--- src/rtl/txstat_irq.sv ---
module txstat_irq #(
  parameter int DEPTH = 8,
  localparam int LVLW = $clog2(DEPTH + 1)
) (
  input  logic            clk,
  input  logic            rst_n,
  input  logic [LVLW-1:0] fifo_level,
  input  logic            pkt_done,
  input  logic [5:0]      rx_pins,
  input  logic            reg_wr,
  input  logic            reg_addr,
  input  logic [23:0]     reg_wdata,
  output logic [23:0]     reg_rdata,
  output logic            irq
);

  localparam int HALF = DEPTH / 2;
  localparam logic [LVLW:0] DEPTH_W = (LVLW+1)'(DEPTH);
  localparam logic [LVLW:0] HALF_W  = (LVLW+1)'(HALF);

  logic [LVLW:0] free_cnt;
  logic          room_q, half_q, empty_q, done_q;
  logic [5:0]    pin_m, pin_s;
  logic [2:0]    en_q;
  logic          clr_done;
  logic [23:0]   stat_word, ctrl_word;
  logic          unused_wd;

  assign free_cnt  = DEPTH_W - {1'b0, fifo_level};
  assign clr_done  = reg_wr & ~reg_addr & reg_wdata[17];
  assign unused_wd = ^{reg_wdata[23:18], reg_wdata[16:3]};

  always_ff @(posedge clk) begin
    if (!rst_n) begin
      room_q  <= 1'b0;
      half_q  <= 1'b0;
      empty_q <= 1'b1;
      done_q  <= 1'b0;
      pin_m   <= '0;
      pin_s   <= '0;
      en_q    <= '0;
    end else begin
      room_q  <= {1'b0, fifo_level} < DEPTH_W;
      half_q  <= free_cnt >= HALF_W;
      empty_q <= fifo_level == '0;
      done_q  <= pkt_done | (done_q & ~clr_done);
      pin_m   <= rx_pins;
      pin_s   <= pin_m;
      if (reg_wr && reg_addr) en_q <= reg_wdata[2:0];
    end
  end

  assign stat_word = {4'b0, room_q & ~done_q, half_q & ~done_q, done_q, empty_q,
                      pin_s, 10'b0};
  assign ctrl_word = {21'b0, en_q};
  assign reg_rdata = reg_addr ? ctrl_word : stat_word;
  assign irq       = |(stat_word[19:17] & en_q);

endmodule


--- config.mk ---
export PLATFORM = sky130hd
export DESIGN_NAME = txstat_irq
export DESIGN_NICKNAME = d
export VERILOG_FILES = /design/src/rtl/txstat_irq.sv
export SDC_FILE = /design/constraint.sdc
export NUM_CORES = 1
export LEC_CHECK = 0
export BUFFER_PORTS_ARGS = -buffer_cell sky130_fd_sc_hd__buf_2
export CAP_MARGIN = 30
export CORE_AREA = 2 2 48 50
export CTS_BUF_LIST = sky130_fd_sc_hd__clkbuf_4
export DETAILED_ROUTE_END_ITERATION = 8
export DIE_AREA = 0 0 50 52
export HOLD_SLACK_MARGIN = 0.05
export PLACE_DENSITY = 0.86
export SLEW_MARGIN = 10
export SYNTH_ARGS = -nofsm -noshare
export SYNTH_HDL_FRONTEND = slang
export SYNTH_SLANG_ARGS = --single-unit
--- constraint.sdc ---
create_clock -name clk -period 1 [get_ports clk]
set_clock_uncertainty 0.05 [all_clocks]
set_input_delay 0.15 -clock clk [delete_from_list [all_inputs] [get_ports clk]]
set_output_delay 0.15 -clock clk [all_outputs]
set_load 0.01 [all_outputs]
==> results.sh <==
export IMPL_outcome="finished, violations left"
export IMPL_violations="setup timing"
export IMPL_combinationalPowerShare=0.143
export IMPL_final_common_cell="buf_2"
export IMPL_p_int_mw=1.09
export IMPL_ff_latch_area_um2=392
export IMPL_r2r_cells=2
export IMPL_rows=17
export IMPL_cp_num_buf_inv=1
export IMPL_crit_type="reg2out"
export IMPL_synth_top_area_share=0.486
export IMPL_finalMaxSlewViolations=0
export IMPL_cts_buffers=3
export IMPL_synth_seq_cells=19
export IMPL_finalHoldViolCount=0
export IMPL_yosys_area_top_type="dfxtp_1"
export IMPL_clk_pin_slew_ps=100
export IMPL_path_cells="a22oi_2 -> o21ai_1 -> buf_2"
export IMPL_crit_end="irq"
export IMPL_fillers=209
export IMPL_wl_per_cell_um=9.74
export IMPL_finalSetupViolCount=14
export IMPL_arrival_ps=990
export IMPL_grt_usage=0.116
export IMPL_ys_seq_area_frac=0.486
export IMPL_setup_tns_ps=-1240
export IMPL_layout_drive_gt1_share=0.426
export IMPL_post_dp_hpwl_um=1040
export IMPL_die_h_um=52
export IMPL_critPathLaunchType="flop"
export IMPL_dp_cells=140
export IMPL_mostFrequentLayoutCells="30 x buf_2, 15 x and2_1, 12 x dfxtp_1"
export IMPL_sw_frac_of_total=0.230
export IMPL_nets=162
export IMPL_cts_max_path_buffers=2
export IMPL_syn_to_final_growth_pct=39.8
export IMPL_reg2reg_from="en_q[1]"
export IMPL_synth_area_leaders="dfxtp_1 49%, and2_1 12%, buf_4 11%, nor2b_1 7.2%, a21boi_0 2.9%"
export IMPL_fin_util=0.519
export IMPL_initial_core_util=0.371
export IMPL_gr_total_overflow=0
export IMPL_vias=654
export IMPL_ant_nets=0
export IMPL_place_gp_congestion=0.681
export IMPL_fmax_ghz=0.843
export IMPL_cp_top_family="flip-flops"
export IMPL_seq_power_share=0.577
export IMPL_worst_path_max_fanout=2
export IMPL_fin_hold_ws_ps=74.1
export IMPL_crit_start="half_q"
export IMPL_cts_tree="built"
export IMPL_cts_root_buf="clkbuf_4"
export IMPL_grt_pass1_wl_um=2250
export IMPL_rsz0062_at_grt="true"
export IMPL_period_share=1.19
export IMPL_clockPowerShare=0.280
export IMPL_pre_cts_slack_ps=-67.1
export IMPL_fin_cells=150
export IMPL_cap_viol_max_count=0
export IMPL_core_area_um2=2110
export IMPL_ys_warn_count=0
export IMPL_grt_start_max_net_pins=21
export IMPL_power_density_nw_per_um2=1290
export IMPL_finalPower_mw=1.41
export IMPL_critPathCaptureType="output port"
export IMPL_placed_area_um2=950
export IMPL_p_leak_nw=0.533
export IMPL_multiInputGateArea_um2=374
export IMPL_antenna_found_initial=0
export IMPL_clkLatencyLatePin_ps=280
export IMPL_syn_inst=80
export IMPL_viasPerCell=4.36
export IMPL_diodes=0
export IMPL_io_buffers=32
export IMPL_finalInstanceArea_um2=1090
export IMPL_die_area_um2=2600
export IMPL_finalCriticalPeriod_ps=1190
export IMPL_io_pins=64
export IMPL_cpPeakStageDelay_ps=340
export IMPL_hold_class="in2reg"
export IMPL_yosysUniqueCellTypes=20
export IMPL_cts_sinks=19
export IMPL_avgSynthCellArea_um2=9.78
export IMPL_cp_num_cells=3
export IMPL_setup_ws_ps=-187
export IMPL_dieWidth_um=50
export IMPL_crit_slowest_cell="dfxtp_2"
export IMPL_switching_power_mw=0.325
export IMPL_reg2reg_slack_ps=210
export IMPL_cts_htree_levels=1
export IMPL_grt_pass1_vias=595
export IMPL_peakVddDrop_uv=857
export IMPL_drc=0
export IMPL_routed_wl_um=1460
export IMPL_drtPass1Iterations=2
export IMPL_crit_required_ps=800
export IMPL_post_cts_setup_buffer_count=0
export IMPL_syn_cell_area_um2=782
export IMPL_drt_initial_drc_count=2
export IMPL_rr_endpoint="en_q[1]"
## layout make-up
type / count / share of cell area
flip-flops and latches: 19 / 0.358
multi-input cells: 57 / 0.342
repair buffers: 42 / 0.240
well taps: 28 / 0.0320
clock buffers: 4 / 0.0275
## per-layer routing
layer	track usage	share of wire
met5	0	0
met3	0.0230	0.080
met1	0.110	0.38
met2	0.232	0.54
met4	0.0556	0
## what timing repair did
item,4_1_cts,5_1_grt
setup endpoints to repair,14,14
pin swaps,0,1
endpoints found under the hold margin,6,0
gates resized for setup,7,10
hold buffers,6,0
## synth_stat cells, drive strengths merged
cell type	number
dfxtp	19
and2	15
buf	12
nor2b	9
a21boi	3
and3	3
o21a	3
clkbuf	2
nor2	2
nor3b	2
o21ai	2
a22oi	1
conb	1
nand2	1
nand2b	1
nor4bb	1
o211a	1
o41ai	1
or4b	1
## logic make-up (layout without fill, tap and decap cells)
kind of cell	count (synthesis)	after routing	synth area share
AOI/OAI and AO/OA	11	11	0.104
buffers and inverters	14	46	0.122
DFF	19	19	0.486
other	1	11	0.00480
and+or+nand+nor	35	35	0.283
## registers in the layout, summed over array words and instances, names as in the netlist
signal,cells
half_q,1
empty_q,1
en_q,3
pin_m,6
room_q,1
pin_s,6
done_q,1
## worst min-delay path by stage
| stage | from | end | cells past startpoint |
|---|---|---|---|
| CTS | fifo_level[3] | room_q | 3 |
| floorplan | fifo_level[3] | room_q | 1 |
| detailed placement | rx_pins[4] | pin_m[4] | 2 |
| global route | fifo_level[3] | room_q | 3 |
| global placement | rx_pins[3] | pin_m[3] | 2 |
| finish | fifo_level[3] | room_q | 3 |
## power groups by stage
stage                     combinational (mW)  sequential [mW]  clock, mW
final                                  0.202            0.814      0.396
after global routing                   0.225            0.819      0.452
after CTS                              0.197            0.811      0.424
after floorplan                        0.126            0.822          0
after global placement                 0.167            0.825          0
after detailed placement               0.174            0.826          0
## worst register-to-register path, stage by stage (launching register included)
cell and delay (ps):
dfxtp_2 340, a21boi_0 120, o21a_1 180
(Power assumes the default switching activity.)
